===== src/rtl/wl_pkg.sv =====
package wl_pkg;
  typedef enum logic [2:0] {
    S_IDLE,
    S_WAIT,
    S_SWEEP,
    S_FINAL,
    S_RESOLVE
  } wl_state_t;
endpackage


===== src/rtl/wl_wait_timer.sv =====
module wl_wait_timer #(
  parameter int SHORT_CYC = 8,
  parameter int LONG_CYC  = 12
) (
  input  logic clk,
  input  logic rst,
  input  logic load,
  input  logic long_sel,
  output logic expired
);
  localparam int CNT_W = $clog2(LONG_CYC + 1);

  logic [CNT_W-1:0] cnt;
  logic             run;

  assign expired = run && (cnt == '0);

  always_ff @(posedge clk) begin
    if (rst) begin
      cnt <= '0;
      run <= 1'b0;
    end else if (load) begin
      cnt <= long_sel ? CNT_W'(LONG_CYC - 1) : CNT_W'(SHORT_CYC - 1);
      run <= 1'b1;
    end else if (run) begin
      if (cnt == '0) run <= 1'b0;
      else           cnt <= cnt - 1'b1;
    end
  end

  p_expire_once_r2: assert property (@(posedge clk) disable iff (rst)
    expired |=> !expired);
endmodule


===== src/rtl/wl_lane_tracker.sv =====
module wl_lane_tracker #(
  parameter int NSTEPS = 64,
  parameter int IDX_W  = 6,
  parameter int LEN_W  = 7
) (
  input  logic             clk,
  input  logic             rst,
  input  logic             clear,
  input  logic             sample_en,
  input  logic             pass,
  input  logic [IDX_W-1:0] step,
  input  logic             finalize,
  output logic [IDX_W-1:0] best_start,
  output logic [LEN_W-1:0] best_len
);
  logic             in_run;
  logic [IDX_W-1:0] cur_start;
  logic [LEN_W-1:0] cur_len;
  logic [LEN_W-1:0] head_len;
  logic [LEN_W-1:0] tail_len;

  // wrap merge: an open tail joins the head run unless it is the head run
  assign tail_len = (cur_start != '0) ? (cur_len + head_len) : cur_len;

  always_ff @(posedge clk) begin
    if (rst || clear) begin
      in_run     <= 1'b0;
      cur_start  <= '0;
      cur_len    <= '0;
      head_len   <= '0;
      best_start <= '0;
      best_len   <= '0;
    end else if (sample_en) begin
      if (pass) begin
        if (in_run) begin
          cur_len <= cur_len + 1'b1;
        end else begin
          in_run    <= 1'b1;
          cur_start <= step;
          cur_len   <= LEN_W'(1);
        end
      end else if (in_run) begin
        in_run <= 1'b0;
        if (cur_start == '0) head_len <= cur_len;
        if (cur_len > best_len) begin
          best_start <= cur_start;
          best_len   <= cur_len;
        end
      end
    end else if (finalize && in_run) begin
      in_run <= 1'b0;
      if (tail_len > best_len) begin
        best_start <= cur_start;
        best_len   <= tail_len;
      end
    end
  end

  p_len_bound_r4: assert property (@(posedge clk) disable iff (rst)
    best_len <= LEN_W'(NSTEPS));
  p_best_grows_r4: assert property (@(posedge clk) disable iff (rst)
    (!clear && !$past(clear)) |-> best_len >= $past(best_len));
endmodule


===== src/rtl/wl_pair_align.sv =====
module wl_pair_align #(
  parameter int DLY_W = 10,
  parameter int ALIGN = 64,
  parameter int WRAP  = 128
) (
  input  logic             enable,
  input  logic [DLY_W-1:0] odd_start,
  input  logic [DLY_W-1:0] even_start,
  output logic [DLY_W-1:0] aligned
);
  int diff;

  always_comb begin
    diff    = int'(odd_start) - int'(even_start);
    aligned = odd_start;
    if (enable && diff > ALIGN)       aligned = DLY_W'(int'(odd_start) - WRAP);
    else if (enable && diff < -ALIGN) aligned = DLY_W'(int'(odd_start) + WRAP);
  end
endmodule


===== src/rtl/wl_phase_sweep.sv =====
module wl_phase_sweep
  import wl_pkg::*;
#(
  parameter int LANES      = 8,
  parameter int FB_W       = 16,
  parameter int DLY_W      = 10,
  parameter int START      = 192,
  parameter int STOP       = 320,
  parameter int STEP       = 2,
  parameter int QCLK_TICKS = 64,
  parameter int CNT_BITS   = 9,
  parameter int PASS_MIN   = 16,
  parameter int BURST_QCLK = 1024,
  parameter int QCLK_PS    = 1250,
  parameter int CLK_PER_US = 100
) (
  input  logic                   clk,
  input  logic                   rst,
  input  logic                   start,
  input  logic                   long_mode,
  input  logic                   x16_mode,
  input  logic                   lowpower_mode,
  input  logic                   sample_valid,
  input  logic [LANES*FB_W-1:0]  feedback,
  output logic                   ready,
  output logic [DLY_W-1:0]       sweep_phase,
  output logic                   done,
  output logic [LANES-1:0]       fail_mask,
  output logic [LANES*DLY_W-1:0] dqs_dly,
  output logic [LANES*DLY_W-1:0] dq_dly
);
  localparam int NSTEPS     = (STOP - START) / STEP;
  localparam int IDX_W      = $clog2(NSTEPS);
  localparam int LEN_W      = IDX_W + 1;
  localparam int LAST_PHASE = START + (NSTEPS - 1) * STEP;
  localparam int MIN_W      = QCLK_TICKS / 2;
  localparam int MAX_W      = (QCLK_TICKS * 3) / 2;
  localparam int DQ_OFF     = QCLK_TICKS / 2;
  localparam int SHORT_US   = (QCLK_PS * BURST_QCLK + 999999) / 1000000;
  localparam int LONG_US    = (QCLK_PS * BURST_QCLK * 2 + 999999) / 1000000;
  localparam int SHORT_CYC  = SHORT_US * CLK_PER_US;
  localparam int LONG_CYC   = LONG_US * CLK_PER_US;

  wl_state_t        state;
  logic [IDX_W-1:0] step;
  logic             lp_q, x16_q;
  logic             tmr_expired;
  logic             sample_en;

  logic [DLY_W-1:0] start_tick [LANES];
  logic [DLY_W-1:0] adj_tick   [LANES];
  logic [DLY_W-1:0] dqs_next   [LANES];
  logic [LANES-1:0] lane_fail;

  assign ready       = (state == S_SWEEP);
  assign sample_en   = ready && sample_valid;
  assign sweep_phase = DLY_W'(START) + DLY_W'(step) * DLY_W'(STEP);

  wl_wait_timer #(.SHORT_CYC(SHORT_CYC), .LONG_CYC(LONG_CYC)) u_timer (
    .clk     (clk),
    .rst     (rst),
    .load    (state == S_IDLE && start),
    .long_sel(long_mode),
    .expired (tmr_expired)
  );

  for (genvar g = 0; g < LANES; g++) begin : g_lane
    logic [FB_W-1:0]  fb_low;
    logic [IDX_W-1:0] b_start;
    logic [LEN_W-1:0] b_len;
    logic [DLY_W-1:0] width_ticks;

    assign fb_low = feedback[g*FB_W +: FB_W] & FB_W'((1 << CNT_BITS) - 1);

    wl_lane_tracker #(.NSTEPS(NSTEPS), .IDX_W(IDX_W), .LEN_W(LEN_W)) u_trk (
      .clk       (clk),
      .rst       (rst),
      .clear     (state == S_IDLE && start),
      .sample_en (sample_en),
      .pass      (fb_low >= FB_W'(PASS_MIN)),
      .step      (step),
      .finalize  (state == S_FINAL),
      .best_start(b_start),
      .best_len  (b_len)
    );

    assign start_tick[g] = DLY_W'(START) + DLY_W'(b_start) * DLY_W'(STEP);
    assign width_ticks   = DLY_W'(b_len) * DLY_W'(STEP);
    assign lane_fail[g]  = (width_ticks <= DLY_W'(MIN_W)) || (width_ticks >= DLY_W'(MAX_W));

    if (g % 2 == 1) begin : g_odd
      wl_pair_align #(.DLY_W(DLY_W), .ALIGN(QCLK_TICKS), .WRAP(2 * QCLK_TICKS)) u_align (
        .enable    (x16_q),
        .odd_start (start_tick[g]),
        .even_start(start_tick[g-1]),
        .aligned   (adj_tick[g])
      );
    end else begin : g_even
      assign adj_tick[g] = start_tick[g];
    end

    assign dqs_next[g] = adj_tick[g] + (lp_q ? DLY_W'(QCLK_TICKS) : '0);

    p_dq_offset_r7: assert property (@(posedge clk) disable iff (rst)
      (done && fail_mask == '0) |->
        dq_dly[g*DLY_W +: DLY_W] == dqs_dly[g*DLY_W +: DLY_W] + DLY_W'(DQ_OFF));
  end

  always_ff @(posedge clk) begin
    if (rst) begin
      state     <= S_IDLE;
      step      <= '0;
      lp_q      <= 1'b0;
      x16_q     <= 1'b0;
      done      <= 1'b0;
      fail_mask <= '0;
      dqs_dly   <= '0;
      dq_dly    <= '0;
    end else begin
      done <= 1'b0;
      unique case (state)
        S_IDLE: if (start) begin
          state <= S_WAIT;
          step  <= '0;
          lp_q  <= lowpower_mode;
          x16_q <= x16_mode;
        end
        S_WAIT: if (tmr_expired) state <= S_SWEEP;
        S_SWEEP: if (sample_valid) begin
          if (step == IDX_W'(NSTEPS - 1)) state <= S_FINAL;
          else                            step  <= step + 1'b1;
        end
        S_FINAL: state <= S_RESOLVE;
        S_RESOLVE: begin
          state     <= S_IDLE;
          done      <= 1'b1;
          fail_mask <= lane_fail;
          if (lane_fail == '0) begin
            for (int l = 0; l < LANES; l++) begin
              dqs_dly[l*DLY_W +: DLY_W] <= dqs_next[l];
              dq_dly[l*DLY_W +: DLY_W]  <= dqs_next[l] + DLY_W'(DQ_OFF);
            end
          end
        end
        default: state <= S_IDLE;
      endcase
    end
  end

  p_phase_step_r1: assert property (@(posedge clk) disable iff (rst)
    (ready && sample_valid && sweep_phase != DLY_W'(LAST_PHASE)) |=>
      sweep_phase == $past(sweep_phase) + DLY_W'(STEP));
  p_done_pulse_r9: assert property (@(posedge clk) disable iff (rst)
    done |=> !done);
  p_fail_hold_r9: assert property (@(posedge clk) disable iff (rst)
    (done && fail_mask != '0) |-> ($stable(dqs_dly) && $stable(dq_dly)));
endmodule


===== config.mk =====
export PLATFORM = sky130hd
export DESIGN_NAME = wl_phase_sweep
export DESIGN_NICKNAME = d
export VERILOG_FILES = /design/src/rtl/wl_pkg.sv /design/src/rtl/wl_wait_timer.sv /design/src/rtl/wl_lane_tracker.sv /design/src/rtl/wl_pair_align.sv /design/src/rtl/wl_phase_sweep.sv
export SDC_FILE = /design/constraint.sdc
export NUM_CORES = 1
export LEC_CHECK = 0
export BUFFER_PORTS_ARGS = -buffer_cell sky130_fd_sc_hd__buf_4
export CAP_MARGIN = 20
export CORE_MARGIN = 8
export CORE_UTILIZATION = 30
export CTS_CLUSTER_DIAMETER = 120
export DETAILED_ROUTE_END_ITERATION = 6
export HOLD_SLACK_MARGIN = 0.06
export PLACE_DENSITY = 0.46
export SETUP_SLACK_MARGIN = 0.05
export SLEW_MARGIN = 20
export SYNTH_ARGS = -nofsm -noshare
export SYNTH_HDL_FRONTEND = slang
export SYNTH_HIERARCHICAL = 1
export SYNTH_SLANG_ARGS = --single-unit

===== constraint.sdc =====
create_clock -name clk -period 9.4 [get_ports clk]
set_input_delay 0.94 -clock clk [delete_from_list [all_inputs] [get_ports clk]]
set_output_delay 0.94 -clock clk [all_outputs]
set_load 0.005 [all_outputs]

# Word-level counts from Yosys, hierarchy flattened
# Cells that the tools add are included.
classes:
  addsub: 55
  magnitude_cmp: 48
  n_eq_ne: 35
  n_mux: 162
  bitwise: 16
  n_reduce_logical: 102
op_table:
  columns: ["operator", "count"]
  rows:
  - ["7-bit two-way mux", 65]
  - ["6-bit two-way mux", 51]
  - ["32-bit by 8-bit greater-than comparator with 1-bit output, second input constant", 4]
  - ["32-bit by 7-bit < comparator with 1-bit output, second input constant", 4]
  - ["7-bit greater-than comparator", 16]
  - ["8-bit by 7-bit adder with 9-bit output, first input constant", 9]
  - ["10-bit by 6-bit adder with 10-bit output, second input constant", 8]
  - ["10-bit two-way mux", 8]
  - ["9-bit by 5-bit greater-or-equal comparator with 1-bit output, second input constant", 8]
  - ["8-bit by 7-bit greater-or-equal comparator with 1-bit output, second input constant", 8]
  - ["8-bit by 6-bit <= comparator with 1-bit output, second input constant", 8]
  - ["7-bit by 1-bit adder with 7-bit output, second input constant", 8]
  - ["7-bit adder", 8]
  - ["6-bit logical NOT", 8]
  - ["6-bit nonzero test", 8]
  - ["9-bit by 10-bit adder with 10-bit output", 4]
  - ["9-bit by 8-bit adder with 10-bit output, second input constant", 4]
  - ["4-bit AND reduction", 10]
  - ["5-bit AND reduction", 8]
  - ["9-bit by 8-bit subtractor with 10-bit output, second input constant", 4]
  - ["9-bit by 9-bit subtractor with 10-bit output", 4]
  - ["9-bit two-way mux", 4]
  - ["2-bit nonzero test", 18]
  - ["2-bit by 1-bit inequality test with 1-bit output, second input constant", 16]
  - ["other kinds (21)", 125]
totals:
  register_bits: 462
  inputBits: 135
  output_inout_bits: 180
  elab_cells: 476

# Logic depth before layout (Yosys ltp)
logic_depth:
  ltp_word: 8
  depth_mapped: 17
  mapped_depth_nobuf: 17

# Modules after synthesis
# The synthesis kept the hierarchy.
modules_own_cells:
  columns: ["mod", "instances", "cells_per_inst", "area_each_um2", "seq_area_each_um2"]
  rows:
  - ["wl_lane_tracker (g_lane[2].u_trk ...)", 6, 233, 2045.7, 680.7]
  - ["wl_phase_sweep", 1, 753, 6672.6, 2642.5]
  - ["wl_lane_tracker (g_lane[0].u_trk ...)", 2, 233, 2015.7, 680.7]
  - ["wl_pair_align", 4, 97, 695.7, 0.0]
  - ["wl_wait_timer", 1, 65, 569.3, 200.2]

# Worst setup path after synthesis
# Ideal clock, no wire load.
synth_timing:
  kind: "reg-to-reg"
  start: "register g_lane[6].u_trk.best_start[0]"
  end: "register dq_dly[79]"
  setup_time_ns: 0.059
  t_arrival_ns: 3.308
  required_ns: 9.341
  path_slack_ns: 6.034
  path_stages_with_launch: 16
  n_path_buf: 0
  synth_period_minus_slack_ns: 3.366
  path_cell_list: "dfxtp_1 -> inv_1 -> fa_1 -> a21oi_2 -> o22ai_2 -> o41ai_4 -> xnor2_1 -> or4_4 -> a21oi_1 -> xnor2_1 -> ha_1 -> xnor2_1 -> nor2_1 -> xor2_1 -> nor4_1 -> a31o_1"
synth_lines:
  columns: ["element", "line", "text"]
  rows:
  - ["from (decl)", "wl_lane_tracker.sv:13", "output logic [IDX_W-1:0] best_start,"]
  - ["from (signal assigned)", "wl_lane_tracker.sv:46", "best_start <= cur_start;"]
  - ["from (signal assigned)", "wl_lane_tracker.sv:53", "best_start <= cur_start;"]
  - ["to (signal, indexed assignment)", "wl_phase_sweep.sv:141", "dq_dly[l*DLY_W +: DLY_W] <= dqs_next[l] + DLY_W'(DQ_OFF);"]
  - ["to (decl)", "wl_phase_sweep.sv:30", "output logic [LANES*DLY_W-1:0] dq_dly"]

==> flow_summary.json <==
{
  "wirelength_mm": 82.57,
  "finalSetupViolations": 0,
  "p_comb_share_pct": 5.0,
  "final_max_slew_viol_count": 0,
  "ctsHtreeMaxLevel": 2,
  "cts_tree": "yes",
  "post_cts_buffers": 0,
  "hold_viol": 0,
  "clkSinkCount": 414,
  "grt_max_degree": 81,
  "cp-endpoint": "dq_dly[59]",
  "grt-ovfl-total": 0,
  "power.switching_mw": 0.9534,
  "r2r_end": "dq_dly[59]",
  "chipWidth_um": 312.3,
  "ctsRootBufferMaster": "clkbuf_16",
  "grt_pass1_wl_mm": 128.2,
  "wl_per_cell_um": 18.83,
  "r2r_setup_slack_ns": 4.93,
  "dp_hpwl_mm": 59.94,
  "tightest_slew_ns": 1.239,
  "dpl_worst_slack_ns": 5.082,
  "start_util_pct": 30.30,
  "total_leakage_power_nw": 12.17,
  "slew_headroom_pct": 17.41,
  "hp-class": "reg -> reg",
  "grt_usage_pct": 16.29,
  "rows": 108,
  "fillCellCount": 9115,
  "cp-start-kind": "register",
  "fin_tns_setup_ns": 0,
  "rsz0062_at_grt": "false",
  "post_drt_via_cell_ratio": 5.061,
  "cp-end-kind": "register",
  "ff2ff_path_depth": 15,
  "min_period_ns": 4.472,
  "required_ns": 9.95,
  "io_pins": 315,
  "ys.warnings.count": 6,
  "drcViolationCount": 0,
  "port_buffers": 212,
  "drive_gt1_share_pct": 14.99,
  "yosysUniqueCellTypes": 84,
  "pwr-share-seq_pct": 44.1,
  "clockPowerShare_pct": 50.9,
  "drt_iter0_drc": 1322,
  "r2r_start": "g_lane[4].u_trk/best_start[0]",
  "synth_area_leader_cell": "dfxtp_1",
  "power.density_nw_per_um2": 132.6,
  "p_int_mw": 3.063,
  "cp_max_fo": 4,
  "fin_nets": 3581,
  "ys_seq_area_share_pct": 31.48,
  "clk_latency_ns": 0.61,
  "yosysTopAreaCellShare_pct": 31.48,
  "status": "complete, no violations",
  "n_antenna_cell": 0,
  "skew_ns": 0.02350,
  "synth-edff-count": 0,
  "antenna_found_initial": 6,
  "ctsResizeCount": 0,
  "dr.pass1.iters": 5,
  "cap_violations": 0,
  "crit_type": "reg -> reg",
  "switching_share_pct": 23.74,
  "ys.flop_type": "dfxtp_1",
  "fin_ws_ns": 4.928,
  "die_height_um": 312.3,
  "ctsHoldBuffers": 0,
  "ant_nets": 0,
  "fmax_ghz": 0.2236,
  "fp.coreArea_um2": 86890,
  "finalWeightedCongestion": 0.8217,
  "hold_ws_ns": 0.4662,
  "avgSynthCellArea_um2": 8.577,
  "vdd_ir_drop_max_uv": 128.2,
  "arrival_ns": 5.03,
  "netlist_area_um2": 26330,
  "async_reset_ff_share_pct": 0,
  "timing.final.crit_share_pct": 47.58,
  "grt_pass1_vias": 21680,
  "synth.area.top_cells": "dfxtp_1 (31%), ha_1 (11%), nor2_1 (4.8%)",
  "synthCells": 3070,
  "cts_buffers": 50,
  "fp.dieArea_um2": 97500,
  "clk_path_buf_depth": 3,
  "area_growth_pct": 15.01,
  "route.vias.total": 22190,
  "yosys_register_bits": 414,
  "path_clk_slew_ns": 0.06,
  "crit_start": "g_lane[4].u_trk/best_start[0]"
}
## through the flow
step | power, mW | instances | instance area [µm²] | utilization [%]
floorplan | 1.946 | 3107 | 26470 | -
global placement | 2.010 | 4295 | 28550 | 32.85
detailed placement | 2.009 | 4295 | 28550 | 32.86
CTS | 4.081 | 4384 | 30270 | 34.84
global route | 4.172 | 4384 | 30280 | 34.85
finish | 4.016 | 4384 | 30280 | 34.85
## cells in the mapped netlist (all sizes together) (10+ instances only)
cell type	instances
dfxtp	414
nor2	355
a21oi	263
ha	242
nand2	226
inv	198
buf	112
mux2i	111
xnor2	98
nand3	96
clkbuf	92
a211oi	88
o21ai	80
nand4	70
o31ai	69
a31oi	41
nor3	36
xor2	35
mux2	34
a21o	33
nor4	27
a31o	26
nor2b	25
nand3b	20
nand2b	18
or2	18
nor4b	17
o211ai	16
o22ai	15
and2	13
a2111oi	12
fa	12
o31a	12
or3	12
or4	12
and3	11
a311oi	10
o2111ai	10
## worst max-delay path, cell delays in order (launching register included)
cell     delay [ns]
dfxtp_1        0.44
inv_1          0.12
fa_1           0.45
a21oi_2        0.25
o22ai_2        0.14
o41ai_4        0.26
xnor2_1        0.13
or4_4          0.57
a21oi_1        0.18
xnor2_1        0.11
ha_1           0.22
xnor2_1        0.53
nor2_1         0.13
xor2_1         0.17
nor4_1         0.55
a31o_1         0.18
## state kept, by name (all words and copies together) (netlist names)
name	cells
fail_mask	8
u_timer/cnt	9
g_lane.u_trk/cur_len	56
done	1
g_lane.u_trk/best_start	48
g_lane.u_trk/cur_start	48
g_lane.u_trk/head_len	56
dqs_dly	72
g_lane.u_trk/in_run	8
lp_q	1
step	6
x16_q	1
dq_dly	40
u_timer/run	1
g_lane.u_trk/best_len	56
state	3
## metal layers
| metal | vias to the layer above | wire [µm] | track usage (%) |
|---|---|---|---|
| li1 | 11190 | - | - |
| met1 | 10430 | 40370 | 22.98 |
| met2 | 459 | 35610 | 25.38 |
| met3 | 110 | 4422 | 2.719 |
| met4 | 2 | 2151 | 4.656 |
| met5 | - | 13 | 0 |
## power by group through the flow
stage	sequential [mW]	clock (mW)	combinational (mW)
floorplan	1.80	0	0.142
global placement	1.81	0	0.200
detailed placement	1.81	0	0.200
CTS	1.77	2.11	0.201
global route	1.77	2.18	0.223
finish	1.77	2.04	0.201
## kinds of logic (layout without fill, tap and decap cells)
| family | Yosys count | after routing | synth area share (%) |
|---|---|---|---|
| other | 1 | 38 | 0.01424 |
| AND/OR/NAND/NOR | 975 | 975 | 18.55 |
| buffers and inverters | 404 | 526 | 7.465 |
| flip-flops | 414 | 414 | 31.48 |
| multiplexers | 145 | 145 | 5.674 |
| AO/OA/AOI/OAI | 744 | 744 | 19.99 |
| adder cells (fa/ha/maj) | 254 | 254 | 12.41 |
| XOR/XNOR | 133 | 133 | 4.424 |
## cells in the final DEF, fill, tap and decap left out, drive strengths merged, types with 16 or more instances in the layout
cell type,instances
nand3b,20
xnor2,98
nor2b,25
nand2,226
nand2b,18
conb,38
o211ai,16
a31o,26
nand4,70
o31ai,69
a31oi,41
nor4b,17
xor2,35
nor2,355
mux2i,111
a211oi,88
inv,200
mux2,34
ha,242
nor4,27
nand3,96
buf,237
dfxtp,414
a21o,33
or2,18
a21oi,263
o21ai,80
nor3,36
clkbuf,76
## how the worst min path moves through the flow
stage,endpoint,depth (start not counted),startpoint
after floorplan,g_lane[0].u_trk/cur_start[1],2,g_lane[0].u_trk/cur_start[1]
after global placement,fail_mask[7],2,fail_mask[7]
after detailed placement,fail_mask[5],2,fail_mask[5]
after CTS,dqs_dly[25],2,dqs_dly[25]
after global routing,g_lane[4].u_trk/cur_start[1],2,g_lane[4].u_trk/cur_start[1]
final,dqs_dly[25],2,dqs_dly[25]
## final cells by class
| type | instances | area (µm²) | area share, % |
|---|---|---|---|
| clock buffers | 76 | 1499 | 4.950 |
| inverters | 200 | 750.7 | 2.479 |
| well taps | 1155 | 1445 | 4.772 |
| repair buffers | 237 | 1783 | 5.888 |
| flip-flops and latches | 414 | 8288 | 27.37 |
| multi-input cells | 2289 | 16300 | 53.82 |
| clock inverters | 13 | 219.0 | 0.7231 |
Note: power is estimated with default switching activity, not from simulation.
